$ cat config.mk
export PLATFORM = sky130hd
export DESIGN_NAME = slave_audio_rx
export DESIGN_NICKNAME = d
export VERILOG_FILES = /design/src/rtl/sar_pkg.sv /design/src/rtl/sar_sync.sv /design/src/rtl/sar_framer.sv /design/src/rtl/sar_shifter.sv /design/src/rtl/sar_outreg.sv /design/src/rtl/slave_audio_rx.sv
export SDC_FILE = /design/constraint.sdc
export NUM_CORES = 1
export LEC_CHECK = 0
export CAP_MARGIN = 20
export CORE_MARGIN = 5
export CORE_UTILIZATION = 25
export CTS_CLUSTER_SIZE = 12
export DETAILED_ROUTE_END_ITERATION = 10
export GPL_ROUTABILITY_DRIVEN = 0
export HOLD_SLACK_MARGIN = 0.03
export PLACE_DENSITY = 0.53
export SLEW_MARGIN = 15
export SYNTH_ARGS = -nofsm -noshare
export SYNTH_HDL_FRONTEND = slang
export SYNTH_HIERARCHICAL = 1
export SYNTH_SLANG_ARGS = --single-unit
$ cat constraint.sdc
create_clock -name clk -period 6.55 [get_ports clk]
set_clock_uncertainty 0.15 [all_clocks]
set_input_delay 1.31 -clock clk [delete_from_list [all_inputs] [get_ports clk]]
set_output_delay 1.31 -clock clk [all_outputs]
set_load 0.01 [all_outputs]
$ cat src/rtl/sar_pkg.sv
package sar_pkg;
  localparam int WORD_W  = 32;
  localparam int LEN_W   = 8;
  localparam int SHL_W   = 5;
  localparam int DLY_W   = 8;
  localparam int POS_W   = LEN_W + 2;
  localparam int CNT_W   = SHL_W;
  localparam logic [POS_W-1:0] POS_MAX = {POS_W{1'b1}};
endpackage

$ cat src/rtl/sar_sync.sv
module sar_sync #(
  parameter int W      = 3,
  parameter int STAGES = 2
) (
  input  logic         clk,
  input  logic         rst_n,
  input  logic [W-1:0] d,
  output logic [W-1:0] q
);
  logic [W-1:0] stg [STAGES];

  generate
    for (genvar s = 0; s < STAGES; s++) begin : g_stage
      always_ff @(posedge clk or negedge rst_n) begin
        if (!rst_n) stg[s] <= '0;
        else if (s == 0) stg[s] <= d;
        else stg[s] <= stg[(s == 0) ? 0 : s-1];
      end
    end
  endgenerate

  assign q = stg[STAGES-1];
endmodule

$ cat src/rtl/sar_framer.sv
module sar_framer
  import sar_pkg::*;
(
  input  logic             clk,
  input  logic             rst_n,
  input  logic             en,
  input  logic             i2s_mode,
  input  logic             sclk_s,
  input  logic             fs_s,
  input  logic [DLY_W-1:0] delay_len,
  input  logic [LEN_W-1:0] data_len_m1,
  input  logic [LEN_W-1:0] frame_len_m1,
  output logic             take,
  output logic             restart,
  output logic             clear_after
);
  logic             sclk_prev, fs_prev, in_frame_q;
  logic [POS_W-1:0] pos_q, pos_inc, take_pos, dly_ext, lim_ext;
  logic             rise, edge_ok, fs_chg, boundary, dly0, take_live, in_win;

  assign rise     = sclk_s & ~sclk_prev;
  assign edge_ok  = rise & en;
  assign fs_chg   = i2s_mode ? (fs_s != fs_prev) : (fs_s & ~fs_prev);
  assign boundary = edge_ok & fs_chg;
  assign dly0     = (delay_len == '0);

  always_comb begin
    pos_inc   = (pos_q == POS_MAX) ? pos_q : pos_q + 1'b1;
    take_pos  = (boundary && dly0) ? '0 : pos_inc;
    take_live = (boundary && dly0) || in_frame_q;
    dly_ext   = POS_W'(delay_len);
    lim_ext   = (data_len_m1 < frame_len_m1) ? POS_W'(data_len_m1)
                                             : POS_W'(frame_len_m1);
    in_win    = (take_pos >= dly_ext) && ((take_pos - dly_ext) <= lim_ext);
  end

  assign take        = edge_ok & take_live & in_win;
  assign restart     = boundary & dly0;
  assign clear_after = boundary & ~dly0;

  always_ff @(posedge clk or negedge rst_n) begin
    if (!rst_n) begin
      sclk_prev  <= 1'b0;
      fs_prev    <= 1'b0;
      in_frame_q <= 1'b0;
      pos_q      <= '0;
    end else begin
      sclk_prev <= sclk_s;
      if (rise) fs_prev <= fs_s;
      if (!en) begin
        in_frame_q <= 1'b0;
        pos_q      <= '0;
      end else if (boundary) begin
        in_frame_q <= 1'b1;
        pos_q      <= '0;
      end else if (edge_ok) begin
        pos_q <= pos_inc;
      end
    end
  end
endmodule

$ cat src/rtl/sar_shifter.sv
module sar_shifter
  import sar_pkg::*;
(
  input  logic              clk,
  input  logic              rst_n,
  input  logic              en,
  input  logic              take,
  input  logic              restart,
  input  logic              clear_after,
  input  logic              bit_in,
  input  logic [SHL_W-1:0]  shift_len_m1,
  output logic              push_q,
  output logic [WORD_W-1:0] word_q
);
  logic [WORD_W-1:0] sh_q, base_sh, nsh;
  logic [CNT_W-1:0]  cnt_q, base_cnt;
  logic              full;

  always_comb begin
    base_sh  = restart ? '0 : sh_q;
    base_cnt = restart ? '0 : cnt_q;
    nsh      = {base_sh[WORD_W-2:0], bit_in};
    full     = take && (base_cnt == shift_len_m1);
  end

  always_ff @(posedge clk or negedge rst_n) begin
    if (!rst_n) begin
      sh_q   <= '0;
      cnt_q  <= '0;
      push_q <= 1'b0;
      word_q <= '0;
    end else if (!en) begin
      sh_q   <= '0;
      cnt_q  <= '0;
      push_q <= 1'b0;
    end else begin
      push_q <= full;
      if (full) word_q <= nsh;
      if (clear_after || full) begin
        sh_q  <= '0;
        cnt_q <= '0;
      end else if (take) begin
        sh_q  <= nsh;
        cnt_q <= base_cnt + 1'b1;
      end else if (restart) begin
        sh_q  <= '0;
        cnt_q <= '0;
      end
    end
  end


  no_push_when_off_chk: assert property (@(posedge clk) disable iff (!rst_n)
    !en |=> !push_q);


  word_aligned_chk: assert property (@(posedge clk) disable iff (!rst_n)
    push_q |-> ((word_q >> ({1'b0, shift_len_m1} + 6'd1)) == '0));
endmodule

$ cat src/rtl/sar_outreg.sv
module sar_outreg
  import sar_pkg::*;
(
  input  logic              clk,
  input  logic              rst_n,
  input  logic              en,
  input  logic              push,
  input  logic [WORD_W-1:0] word,
  input  logic              m_ready,
  output logic              m_valid,
  output logic [WORD_W-1:0] m_data,
  output logic              overflow
);
  logic blocked;
  assign blocked = m_valid & ~m_ready;

  always_ff @(posedge clk or negedge rst_n) begin
    if (!rst_n) begin
      m_valid  <= 1'b0;
      m_data   <= '0;
      overflow <= 1'b0;
    end else begin
      if (push && !blocked) begin
        m_valid <= 1'b1;
        m_data  <= word;
      end else if (m_valid && m_ready) begin
        m_valid <= 1'b0;
      end
      if (!en) overflow <= 1'b0;
      else if (push && blocked) overflow <= 1'b1;
    end
  end


  hold_stable_chk: assert property (@(posedge clk) disable iff (!rst_n)
    (m_valid && !m_ready) |=> (m_valid && $stable(m_data)));


  drop_flags_chk: assert property (@(posedge clk) disable iff (!rst_n)
    (en && push && m_valid && !m_ready) |=> overflow);


  sticky_ovf_chk: assert property (@(posedge clk) disable iff (!rst_n)
    (en && overflow) |=> overflow);
endmodule

$ cat src/rtl/slave_audio_rx.sv
module slave_audio_rx
  import sar_pkg::*;
#(
  parameter int SYNC_STAGES = 2
) (
  input  logic              clk,
  input  logic              rst_n,
  input  logic              rx_en,
  input  logic              i2s_mode,
  input  logic [LEN_W-1:0]  data_len_m1,
  input  logic [LEN_W-1:0]  frame_len_m1,
  input  logic [SHL_W-1:0]  shift_len_m1,
  input  logic [DLY_W-1:0]  delay_len,
  input  logic              sclk_in,
  input  logic              fsync_in,
  input  logic              sdata_in,
  output logic              m_valid,
  input  logic              m_ready,
  output logic [WORD_W-1:0] m_data,
  output logic              overflow
);
  logic [2:0]        pins_s;
  logic              take, restart, clear_after, push;
  logic [WORD_W-1:0] word;

  sar_sync #(.W(3), .STAGES(SYNC_STAGES)) u_sync (
    .clk(clk), .rst_n(rst_n),
    .d({sdata_in, fsync_in, sclk_in}), .q(pins_s)
  );

  sar_framer u_framer (
    .clk(clk), .rst_n(rst_n), .en(rx_en), .i2s_mode(i2s_mode),
    .sclk_s(pins_s[0]), .fs_s(pins_s[1]), .delay_len(delay_len),
    .data_len_m1(data_len_m1), .frame_len_m1(frame_len_m1),
    .take(take), .restart(restart), .clear_after(clear_after)
  );

  sar_shifter u_shifter (
    .clk(clk), .rst_n(rst_n), .en(rx_en), .take(take), .restart(restart),
    .clear_after(clear_after), .bit_in(pins_s[2]),
    .shift_len_m1(shift_len_m1), .push_q(push), .word_q(word)
  );

  sar_outreg u_out (
    .clk(clk), .rst_n(rst_n), .en(rx_en), .push(push), .word(word),
    .m_ready(m_ready), .m_valid(m_valid), .m_data(m_data),
    .overflow(overflow)
  );
endmodule

Word-level counts from Yosys, hierarchy flattened
Cells that the tools add are included.
Widths: inputs -> output; s select.
- flip-flop bits (word level): 122
- logic and storage cells: 72
- output and inout port bits: 34
- eq/ne operators: 6
- bitwise gates (word level): 13
- muxes and demuxes: 22
- $add $sub $neg: 3
- reduce and logical (&&, ||, !) cells: 12
- order comparisons: 3
- operator list (operator ; number):
    $mux 31 ; 4
    $mux 10 ; 5
    $mux 5 ; 4
    $add 10x1->10 const B ; 1
    $eq 10x10->1 const B ; 1
    $ge 10x8->1 ; 1
    $le 10x10->1 ; 1
    $sub 10x8->10 ; 1
    $and 1x1->1 ; 9
    $logic_not 8->1 ; 1
    $lt 8x8->1 ; 1
    $mux 1 ; 8
    $mux 8 ; 1
    $logic_and 1x1->1 ; 6
    $add 5x1->5 const B ; 1
    $eq 5x5->1 ; 1
    $ne 2x1->1 const B ; 2
    $not 1->1 ; 4
    $ne 3x1->1 const B ; 1
    $logic_or 1x1->1 ; 2
    $reduce_and 2->1 ; 1
    $reduce_bool 2->1 ; 1
    $logic_not 1->1 ; 1
    $ne 1x1->1 ; 1

Depth between registers and ports, before layout
Gate-level depths: netlist of run 1.
- depth after elaboration: 14
- depth in mapped cells: 27
- depth with buffers taken out: 24

Cells and area by module
Netlist of run 1, hierarchy kept.
- by module, submodules not included (module ; sequential area each (µm²) ; cells each ; area each (µm²) ; instances):
    sar_shifter ; 1726.7 ; 248 ; 3047.9 ; 1
    sar_framer ; 325.3 ; 214 ; 1719.1 ; 1
    sar_outreg ; 850.8 ; 75 ; 1427.6 ; 1
    sar_sync ; 150.1 ; 9 ; 172.7 ; 1

Worst setup path after synthesis of run 1
OpenSTA, ideal clock, no wires.
- path kind: input port to flip-flop
- start point: input port delay_len[1]
- end point: register u_shifter.word_q[18]
- data required time: 6275 ps
- setup slack: 443 ps
- arrival time: 5832 ps
- library setup time: 125 ps
- stages on the path: 22
- cells stage by stage: or4_1 > nor3_1 > buf_2 > nand2b_1 > ha_1 > fa_1 > nor2b_1 > o31a_1 > o21a_1 > nor2_1 > xnor2_1 > ha_1 > o21a_1 > o21ai_0 > a31oi_1 > a2111o_1 > o41ai_1 > clkbuf_1 > o21ai_0 > nor3_4 > buf_6 > mux2_2
- elaborated cells on any way between the ends: 16
- those cells by class: 1 x add/sub; 2 x order compare; 1 x eq/ne; 3 x mux; 3 x bitwise; 6 x reduce/logical
- RTL lines (what ; RTL line ; source):
    from (decl) ; slave_audio_rx.sv:13 ; input logic [DLY_W-1:0] delay_len,
    $logic_not 8->1 (*) ; sar_framer.sv:25 ; assign dly0 = (delay_len == '0);
    $and 1x1->1 (*) ; sar_framer.sv:38 ; assign restart = boundary & dly0;
    net restart ; slave_audio_rx.sv:23 ; logic take, restart, clear_after, push;
    $mux 5 ; - ;
    $eq 5x5->1 ; sar_shifter.sv:23 ; full = take && (base_cnt == shift_len_m1);
    $logic_and 1x1->1 ; sar_shifter.sv:23 ;
    $reduce_and 2->1 (no line) ; - ;
    to (signal assigned) ; sar_shifter.sv:38 ; if (full) word_q <= nsh;
    to (decl) ; sar_shifter.sv:13 ; output logic [WORD_W-1:0] word_q
The timed path passes the listed nets; every way through them passes the cells marked *.
A chain may end at the register's enable or synchronous reset.

Final worst setup path of run 1
- start point: input port delay_len[1]
- end point: register u_shifter.word_q[16]
Same word-level chain as after synthesis.

==> summary by stage, run 1 <==
Placed design
The number of buffers added on ports is 70. Prior to clock tree synthesis, the placed netlist has a worst setup slack of 0.0547 ns. Detailed placement ended at an HPWL of 9150 um. After detailed placement, the design holds a cell count of 934. The area after detailed placement is 7430 sq um.

Run
Max-cap violations in this run came to 0.

Setup path
The worst endpoint required time is 6.69 ns. The kind of launch point of the worst setup path is a primary input. The worst setup path is captured at a flip-flop. Of all nets on the critical path, the largest fanout is 24. The worst reg2reg path depth is 23. For the worst setup path, the data arrival time is 6.20 ns. The startpoint-to-endpoint class of the critical path is primary input to flip-flop.

STA
The shortest clock period the worst path allows after layout is 6.06 ns. Static timing analysis puts the maximum clock frequency at 165 MHz. The worst path uses 92.5% of the clock period.

After layout, the worst setup slack is 0.494 ns. The number of hold violations in the final report was 0. The total count of max-transition violations in the final report is 0. The final setup violation count is 0. Headroom to the max-slew limit came out at 44.8%. The transition time at the pin with the least slew margin is 0.828 ns. Summed over all failing endpoints, the final setup total negative slack is 0 ns. Setup repair after global routing left no endpoint under its margin.

CTS
The number of H-tree levels is 4. The insertion delay to the later sink of the worst-skew pair is 0.42 ns. The buffer depth of the longest clock path is 2.

The count of instances resized after the clock tree is built is 0. The TritonCTS buffer count is 17. The clock root buffer is clkbuf_16. The TritonCTS clock tree is done. In this run, post-CTS hold repair placed 0 buffers.

The number of setup buffers added after CTS is 0. Clock tree synthesis found a total of 122 sinks. Clock-pin slew was measured on the worst setup and hold paths at 0.06 ns.

Power
The leakage power figure is 3.79 nW. The total power consumption of the routed design is 0.00177 W. VDD sags by at most 0.157 mV. In this run the power density over the cells is 221 nW/um^2.

Yosys
The flip-flop and latch count after synthesis is 122. The per-instance average area after synthesis is 11.7 sq um. The cell count after synthesis came out at 546. The number of unique standard cell types used by synthesis is 55. In this run the biggest area consumer among cell types represents 47.9% of the synthesized area. The number of nets in the synthesized netlist is 611. By area the synthesized netlist is led by dfrtp_1, mux2_4, mux2i_1, ha_1, mux2_2. After synthesis, the share of flip-flops with an asynchronous set or reset is 100%. dfrtp_1 takes more of the synthesized area than any other cell. The total standard cell area after synthesis is 6370 sq um. Among all flip-flop cells after synthesis, the most frequent one is dfrtp_1.

The number of warnings issued by yosys is 6. In this run, synthesis inferred 0 flip-flops with an integrated enable. For this run, the register share of the synthesized area comes to 47.9%.

Global route
Entering global routing, the biggest net connects 64 pins. The number of antenna violations at the first check in global routing is 0. The first global-routing pass estimated 22,800 um of wire.

The total overflow left after global routing is 0. The number of global-route vias before repair came to 4,407. The global-route total usage across every layer is 9.91%.

Worst hold path
The number of cells traversed by the worst hold path is 0. The worst hold path belongs to the class flip-flop to flip-flop.

Routing
The detailed-route DRC error count is 0. The first detailed-routing pass took 4 iterations. Dividing the detail-routed wire length by the instance count gives 14.1 um. Across all layers, the routed design uses 4,141 vias. The number of design-rule violations left by the first detailed-router iteration is 168. The final layout contains routed wiring with a total length of 13,600 um. The vias per cell is 4.29. Once detail routing completed, the nets flagged for antenna violations numbered 0.

Floorplan
The effective utilization at floorplan is 25.4%. The die covers 28,800 sq um. After floorplanning, the core was sized to cover 25,100 sq um. The chip height is 170 um. The x dimension of the die is 170 um. The floorplan has 58 rows. 71 I/O pins were placed.

Final layout
The area growth from synthesis to layout is 25.4%. Once layout is done, the placed cells without fillers occupy 7990 sq um. 0 antenna diodes ended up in the layout. The most common cell after layout, fill and taps aside is dfrtp_1. Of the cells placed in the final design, the portion with a size suffix greater than 1 is 17.5%. The non-filler instance count after layout is 966. In the layout the commonest cells are dfrtp_1, clkdlybuf4s50_1, nor2_1.

For this run, the post-layout net count is 688.

Run status
The flow ran to the end, and the final reports show no timing, DRC or antenna violations.
[Yosys cell counts (9+ instances only)]
cell type / instances
mux2_4: 31
ha_1: 27
nand4_1: 9
dfrtp_1: 122
nor2b_1: 38
o21ai_0: 22
mux2i_1: 42
xnor2_1: 11
clkbuf_1: 9
nor2_1: 59
mux2_1: 10
inv_1: 22
a21oi_1: 12
mux2_2: 25
nand2_1: 21
[where the power goes]
| group | internal (W) | switching (W) | total (W) |
|---|---|---|---|
| Clock | 0.000533 | 0.000352 | 0.000885 |
| Sequential | 0.000758 | 0.00000189 | 0.000760 |
| Combinational | 0.0000555 | 0.0000671 | 0.000123 |
[final timing paths]
path                       slack (ns)                          endpoint               startpoint
setup / recovery                 0.49  u_shifter/word_q[16]$_DFFE_PN0P_             delay_len[1]
hold / removal                   0.20             u_sync/q[0]$_DFF_PN0_  u_sync/stg[3]$_DFF_PN0_
setup reg to reg                 1.23  u_shifter/word_q[16]$_DFFE_PN0P_    u_sync/q[1]$_DFF_PN0_
hold reg to reg                  0.20             u_sync/q[0]$_DFF_PN0_  u_sync/stg[3]$_DFF_PN0_
max in group asynchronous        4.11  u_shifter/word_q[15]$_DFFE_PN0P_                    rst_n
min in group asynchronous        0.83  u_shifter/word_q[19]$_DFFE_PN0P_                    rst_n
[final cells by class]
type	count	area [sq um]
fill	2615	17100
timing repair buffer	82	813
clock inverter	13	118
clock buffer	19	443
inverter	22	82.6
tap	330	413
multi-input combinational	378	3070
sequential	122	3050
[stage by stage]
step	hold WS [ns]	utilization, %
after floorplan	0.181	-
after global placement	0.188	29.6
after detailed placement	0.188	29.6
after CTS	0.200	31.8
after global routing	0.210	31.8
final	0.198	31.8
[metal layers]
metal,up-vias,GRT usage (%),share of wire [%]
met2,70,15.8,46
met1,2000,13.0,49
met3,14,2.87,4.3
met4,0,3.26,1.2
met5,-,0,0
li1,2057,-,-
[kinds of logic after synthesis]
| kind of cell | count (synthesis) | synth area share, % |
|---|---|---|
| XOR/XNOR | 17 | 2.34 |
| AND/OR/NAND/NOR | 163 | 13.7 |
| multiplexers | 108 | 20.1 |
| adder cells (fa/ha/maj) | 28 | 5.62 |
| buffers and inverters | 46 | 4.11 |
| AO/OA/AOI/OAI | 62 | 6.21 |
| flip-flops | 122 | 47.9 |
[flip-flops by register name (all words and copies together), names as in the netlist]
name,count
u_out/m_valid,1
u_shifter/cnt_q,5
u_framer/sclk_prev,1
u_out/m_data,32
u_out/overflow,1
u_shifter/sh_q,31
u_sync/stg,3
u_sync/q,3
u_framer/fs_prev,1
u_framer/in_frame_q,1
u_framer/pos_q,10
u_shifter/word_q,32
u_shifter/push_q,1
[critical path, stage by stage]
cell and delay (ns):
clkdlybuf4s50_1 0.46, or4_1 0.60, nor3_2 0.35, nand2b_1 0.18, ha_1 0.20, fa_1 0.22, nor2b_1 0.07, o31a_1 0.28
o21a_1 0.19, nor2_1 0.11, xnor2_1 0.13, ha_1 0.26, o21a_1 0.17, o21ai_0 0.13, a31oi_1 0.09, a2111o_1 0.32
o41ai_2 0.07, o21ai_0 0.25, nor3_4 0.23, buf_12 0.22, mux2_2 0.35
(Power assumes the default switching activity.)
==> inputs of run 2 (changes only) <==
CORE_UTILIZATION = 50   (was 25)
PLACE_DENSITY = 0.83   (was 0.53)
==> run 2 against run 1 <==
Net effect: cell count shrank 17%; flip-flop and latch count stayed put; via count increased by 4.8%; combinational power about the same; power rose by 11%; critical endpoint is now u_shifter/word_q[0]$_DFFE_PN0P_.
==> summary by stage, run 2 (synthesized netlist as in run 1, its figures left out) <==
Global route
The global-route total usage across every layer was 18.3% (+8.3 points). The wire length of the first global-routing pass is 21,900 um (-4.1%). The largest net degree at the start of global routing is 66 (+3.1%).

The number of global-route vias before repair came to 4,607 (+4.5%). The overflow left after global routing is 0 (unchanged). The number of antenna violations at the first check in global routing is 0 (unchanged).

Final layout
The non-filler instance count after layout is 804 (-17%). The share of layout cells above drive strength 1 is 16.9% (-0.52 points). The library cells used most frequently in the layout, excluding fill and tap cells, are dfrtp_1, clkdlybuf4s50_1, nor2_1.

The library cell used most frequently in the layout, excluding fill and tap cells, is dfrtp_1. The antenna diode instance count is 0 (unchanged). The post-layout utilization of the core is 63.0% (+31 points). From synthesis to final layout, the design area changed by 24.3%. In the final layout, the registers with the most flip-flops are u_out/m_data: 32 flops, u_shifter/word_q: 32 flops, u_shifter/sh_q: 31 flops. The final net count is 684 (-0.58%).

Routing
The number of design-rule violations left by the first detailed-router iteration was 199 (+18%). The count of antenna-violating nets left after detailed routing is 0 (unchanged). The routed length per placed instance was 16.4 um (+16%). The vias per cell is 5.40 (+26%). The detailed-route DRC error count came to 0 (unchanged). The detailed-routing iteration count for the pre-antenna-repair pass is 4 (unchanged). The total wire length after detailed routing is 13,200 um (-3.4%). The number of vias after detailed routing was 4,340 (+4.8%).

Power
The power density over the cells was 248 nW/um^2 (+12%). The largest voltage drop on the vdd net is 0.167 mV (+6.4%). The leakage power figure is 3.84 nW (+1.6%).

CTS
The insertion delay to the later sink of the worst-skew pair is 0.41 ns (about the same). The buffer depth of the longest clock path is 2 (unchanged). The post-CTS setup-driven buffer insertion count is 0 (unchanged). The tree is rooted in a clkbuf_16. The clock slew seen by the registers of the worst setup and hold paths came to 0.05 ns (about the same).

The number of sinks on the clock net is 122 (unchanged). The number of H-tree levels is 4 (unchanged). The TritonCTS buffer count came to 17 (unchanged). The TritonCTS clock tree is done. The total of hold buffers inserted after clock tree synthesis was 0 (unchanged).

Setup path
The startpoint-to-endpoint class of the critical path is primary input to flip-flop. STA classifies the critical path endpoint as a flip-flop. The worst endpoint required time is 6.68 ns (about the same).

STA classifies the critical path startpoint as a primary input. The critical path arrival came to 6.26 ns (+0.06 ns). The largest fanout on the critical path is 16 (-33%).

Floorplan
The I/O pin count came to 71 (unchanged). The placeable core region is 12,600 sq um (-50%). The x dimension of the die was 123 um (-28%). The number of cell rows was 41 (-29%). The effective utilization at floorplan came to 50.7% (+25 points). The die outline area is 15,100 sq um (-48%). The chip height came to 123 um (-28%).

STA
The number of hold violations in the final report came to 0 (unchanged). The fmax is 163 MHz (-1.3%). The post-route clock period utilization came to 93.7% (+1.2 points). The worst-case headroom to the max-slew limit is 45.6% (+0.80 points). The final setup violation count is 0 (unchanged).

The total count of max-transition violations in the final report is 0 (unchanged). Setup repair after global routing left no endpoint under its margin. The shortest clock period the worst path allows after layout is 6.14 ns (+0.0796 ns). The transition time at the pin with the least slew margin was 0.816 ns (-0.0120 ns).

Run status
The run finished with clean final reports.

Placed design
The cell count after placement is 772 (-17%). The number of buffers added on ports is 70 (unchanged). The placed wire-length estimate after detailed placement was 8670 um (-5.2%).

Run
The number of maximum-capacitance violations is 0 (unchanged).

Worst hold path
The class of the tightest hold or removal check is flip-flop to flip-flop.
==> run 2: changes by cell type in the layout (fill, tap and decap cells not counted), sizes merged <==
cell      previous run  this run
buf                 13         9
bufinv               1         6
clkbuf              19        22
clkinv               7         2
clkinvlp             2         1
inv                 25        23
==> run 2: power by group <==
| part | total, W | internal, W | switching (W) | leakage, nW |
|---|---|---|---|---|
| Combinational | 0.000122 | 0.0000550 | 0.0000671 | 1.82 |
| Clock | 0.00108 | 0.000756 | 0.000326 | 0.337 |
| Sequential | 0.000760 | 0.000758 | 0.00000204 | 1.69 |
==> run 2: critical path, stage by stage <==
cell             delay [ns]
clkdlybuf4s50_1        0.47
or4_1                  0.62
nor3_4                 0.32
nand2b_1               0.21
ha_1                   0.21
fa_1                   0.23
nor2b_1                0.08
o31a_1                 0.27
o21a_1                 0.19
nor2_1                 0.11
xnor2_1                0.13
ha_1                   0.26
o21a_1                 0.17
o21ai_0                0.14
a31oi_1                0.08
a2111o_1               0.32
o41ai_2                0.06
o21ai_0                0.25
nor3_4                 0.27
buf_12                 0.20
mux2_1                 0.35
==> run 2: per-stage QoR <==
step	setup TNS (ns)	setup WS, ns	hold WS (ns)	power, W	instance area (sq um)
floorplan	0	0.443	0.181	0.000836	6370
global placement	0	0.148	0.186	0.000889	7210
detailed placement	-1.42	-0.0585	0.190	0.000896	7210
CTS	0	0.340	0.202	0.00198	7910
global route	0	0.00230	0.209	0.00203	7910
finish	0	0.414	0.207	0.00196	7910
==> run 2: cell type report <==
type | count | area, sq um
clock buffer | 22 | 484
sequential | 122 | 3050
fill | 953 | 4660
timing repair buffer | 78 | 796
multi-input combinational | 378 | 3070
clock inverter | 10 | 210
tap | 172 | 215
inverter | 22 | 82.6
==> run 2: metal layers <==
layer  share of wire (%)  global-route usage, %  up-vias  routed length (um)
li1                    -                      -     2041                   -
met1                  43                   22.4     2168                5730
met2                  49                   30.8      108                6520
met3                 5.5                   4.84       23                 718
met4                 1.6                   6.86        0                 210
met5                   0                      0        -                   0
==> run 2: final timing paths <==
check | start | endpoint | slack [ns] | cells past startpoint
min reg2reg | u_sync/stg[3]$_DFF_PN0_ | u_sync/q[0]$_DFF_PN0_ | 0.21 | 0
max | delay_len[1] | u_shifter/word_q[0]$_DFFE_PN0P_ | 0.41 | 21
max in group asynchronous | rst_n | u_sync/stg[5]$_DFF_PN0_ | 4.18 | 2
max reg2reg | u_sync/q[1]$_DFF_PN0_ | u_shifter/word_q[0]$_DFFE_PN0P_ | 1.18 | 23
min in group asynchronous | rst_n | u_out/m_data[25]$_DFFE_PN0P_ | 0.85 | 1
min | u_sync/stg[3]$_DFF_PN0_ | u_sync/q[0]$_DFF_PN0_ | 0.21 | 0
==> run 2: timing repair <==
item	CTS	global route
resized for setup	0	1
setup endpoints to repair	0	33
hold endpoints to repair	0	0
==> inputs of run 3 (changes only) <==
CORE_ASPECT_RATIO = 0.5   (was unset)
==> run 3 against run 2 <==
Net effect: non-clock buffer count did not move; via count fell by 0.53%; sequential power barely moved; register-to-register slack barely moved; flip-flop and latch count did not move; hold slack got worse by 0.0043 ns; setup slack improved by 0.063 ns; core utilization fell by 0.64 points; fmax rose by 1.0%; cell count fell by 0.25%; wire length barely moved; count of clock-buffer cells in the layout fell by 2.
==> summary by stage, run 3 (synthesized netlist as in run 1, its figures left out) <==
Power
The power density over the cells is 239 nW/um^2 (-3.9%). The leakage power figure is 3.80 nW (-1.1%). The largest voltage drop on the vdd net was 0.194 mV (+16%).

CTS
The insertion delay to the later sink of the worst-skew pair is 0.41 ns (about the same). The clock slew seen by the registers of the worst setup and hold paths came to 0.05 ns (about the same). The number of H-tree levels is 4 (unchanged). TritonCTS built the clock tree.

The buffer depth of the longest clock path is 2 (unchanged). The TritonCTS buffer count is 17 (unchanged). The count of instances resized after the clock tree is built is 0 (unchanged). The number of sinks on the clock net came to 122 (unchanged). The total of hold buffers inserted after clock tree synthesis came to 0 (unchanged). The tree is rooted in a clkbuf_16.

The post-CTS setup-driven buffer insertion count is 0 (unchanged).

Final layout
The post-route standard cell area excluding fillers is 7820 sq um (-1.1%). The final net count came to 684 (unchanged). The largest registers in the layout are u_out/m_data: 32 flops, u_shifter/word_q: 32 flops, u_shifter/sh_q: 31 flops. The number of fill cells in the layout came to 937 (-1.7%). The share of layout cells above drive strength 1 was 16.9% (unchanged). In the layout the commonest cells are dfrtp_1, clkdlybuf4s50_1, nor2_1.

The antenna diode instance count came to 0 (unchanged). The multi-input combinational cell area is 3070 sq um (-0.20%). The footprint of the flip-flops and latches is 3050 sq um (unchanged). Leaving out fill and tap cells, the most frequent cell in the layout is dfrtp_1. The post-synthesis to final-layout area growth is 22.9%. The post-layout utilization of the core was 62.3% (-0.64 points).

Setup path
The signal on the critical path passes through clkdlybuf4s50_1, or4_1, nor3_2, buf_4, nor2_1, ha_1, a21oi_1, o21ai_0, o31ai_1, xnor2_1, ha_1, and4_1, nand2_1, o21ai_0, a31oi_1, o41ai_2, o21ai_0, nor3_4, buf_12, mux2_2. The startpoint-to-endpoint class of the critical path is primary input to flip-flop. The slowest stage of the critical path is the or4_1 cell.

The critical path's top delay family is compound AO/OA/AOI/OAI gates. The most numerous cell type found on the critical path is o21ai_0. The worst setup path is launched from a primary input. The critical path arrival came to 6.21 ns (-0.05 ns). The count of buffering cells on the critical path with inverters included is 3 (+1). The worst endpoint required time is 6.69 ns (about the same). The largest fanout on the critical path is 33 (+17). The kind of end point of the critical path is a flip-flop. The biggest cell delay along the critical path is 0.59 ns (-0.03 ns).

Run
The number of maximum-capacitance violations is 0 (unchanged).

Global route
The global-route total usage across every layer came to 18.1% (-0.11 points). The largest net degree at the start of global routing is 70 (+6.1%). The overflow left after global routing is 0 (unchanged). The number of antenna violations at the first check in global routing is 0 (unchanged). The number of global-route vias before repair came to 4,674 (+1.5%). The wire length of the first global-routing pass came to 22,900 um (+4.6%).

Routing
The number of design-rule violations left by the first detailed-router iteration is 223 (+12%). The vias per cell is 5.38 (-0.28%). The number of vias after detailed routing came to 4,317 (-0.53%). The detailed-route DRC error count is 0 (unchanged). The total wire length after detailed routing is 13,200 um (about the same). The routed length per placed instance is 16.4 um (+0.21%). The detailed-routing iteration count for the pre-antenna-repair pass is 4 (unchanged). The count of antenna-violating nets left after detailed routing is 0 (unchanged).

STA
The total count of max-transition violations in the final report is 0 (unchanged). The final setup violation count was 0 (unchanged). The post-route clock period utilization is 92.7% (-0.96 points). The worst-case headroom to the max-slew limit is 43.6% (-2.0 points).

Setup repair after global routing left no endpoint under its margin. The shortest clock period the worst path allows after layout is 6.07 ns (-0.0628 ns). The fmax is 165 MHz (+1.0%). The transition time at the pin with the least slew margin is 0.846 ns (+0.0297 ns). The number of hold violations in the final report was 0 (unchanged). The sum of negative setup slack came to 0 ns (unchanged).

Floorplan
The effective utilization at floorplan was 50.7% (+0.056 points). The number of cell rows is 29 (-29%). The I/O pin count is 71 (unchanged).

The placeable core region is 12,600 sq um (-0.11%). The die outline area is 15,200 sq um (+0.90%). The chip height is 89.8 um (-27%).

The x dimension of the die is 170 um (+38%).

Placed design
The area after detailed placement is 7200 sq um (-0.21%). The placed wire-length estimate after detailed placement is 8540 um (-1.6%). The number of buffers added on ports is 70 (unchanged).

Worst hold path
The worst hold path belongs to the class flip-flop to flip-flop.

Run status
The flow ran to the end, and the final reports show no timing, DRC or antenna violations.
-- run 3: cell count changes in the layout (fill, tap and decap cells not counted), sizes merged --
| cell | before | now |
|---|---|---|
| clkinv | 2 | 6 |
| bufinv | 6 | 4 |
| clkbuf | 22 | 20 |
-- run 3: layout make-up --
type / count / share of cell area [%]
clock buffer: 20 / 5.84
clock inverter: 12 / 2.17
inverter: 22 / 1.06
multi-input combinational: 378 / 39.2
sequential: 122 / 39.0
tap: 170 / 2.72
timing repair buffer: 78 / 10.0
-- run 3: routing by layer --
metal	wire length, um	up-vias	global-route usage, %	part of all wire (%)
met3	527	11	4.16	4.0
met4	151	0	6.36	1.1
met5	0	-	0	0
li1	-	2042	-	-
met1	5950	2169	23.0	45
met2	6540	95	30.7	50
-- run 3: worst reg2reg max path, delay by kind of cell, from the launching register on --
family	cells	cell delay [ns]
xor gates and xnor gates	2	0.30
muxes	1	0.38
adders and majority gates	3	0.95
DFF	1	0.48
and+or+nand+nor	7	1.28
AOI/OAI and AO/OA	7	1.46
buffers and inverters	1	0.25
-- run 3: worst paths after layout --
| path | startpoint | endpoint | slack (ns) | depth (start not counted) |
|---|---|---|---|---|
| setup / recovery | delay_len[1] | u_shifter/word_q[3]$_DFFE_PN0P_ | 0.48 | 20 |
| hold / removal | u_sync/stg[4]$_DFF_PN0_ | u_sync/q[1]$_DFF_PN0_ | 0.20 | 0 |
| setup reg to reg | u_framer/pos_q[3]$_DFFE_PN0P_ | u_shifter/word_q[3]$_DFFE_PN0P_ | 1.19 | 21 |
| hold reg to reg | u_sync/stg[4]$_DFF_PN0_ | u_sync/q[1]$_DFF_PN0_ | 0.20 | 0 |
| max in group asynchronous | rst_n | u_shifter/cnt_q[3]$_DFF_PN0_ | 4.20 | 2 |
| min in group asynchronous | rst_n | u_shifter/word_q[20]$_DFFE_PN0P_ | 0.86 | 1 |
-- run 3: per-stage QoR --
stage / total power [W] / instances / setup WS, ns / hold WS (ns)
floorplan: 0.000836 / 546 / 0.443 / 0.181
global placement: 0.000891 / 770 / 0.221 / 0.182
detailed placement: 0.000896 / 770 / 0.0692 / 0.192
CTS: 0.00188 / 802 / 0.474 / 0.204
global route: 0.00193 / 802 / 0.0299 / 0.216
finish: 0.00187 / 802 / 0.477 / 0.202
-- run 3: power breakdown --
part | internal, W | total [W] | switching, W
Clock | 0.000655 | 0.000984 | 0.000330
Combinational | 0.0000552 | 0.000123 | 0.0000676
Sequential | 0.000758 | 0.000760 | 0.00000208
Total | 0.00147 | 0.00187 | 0.000399
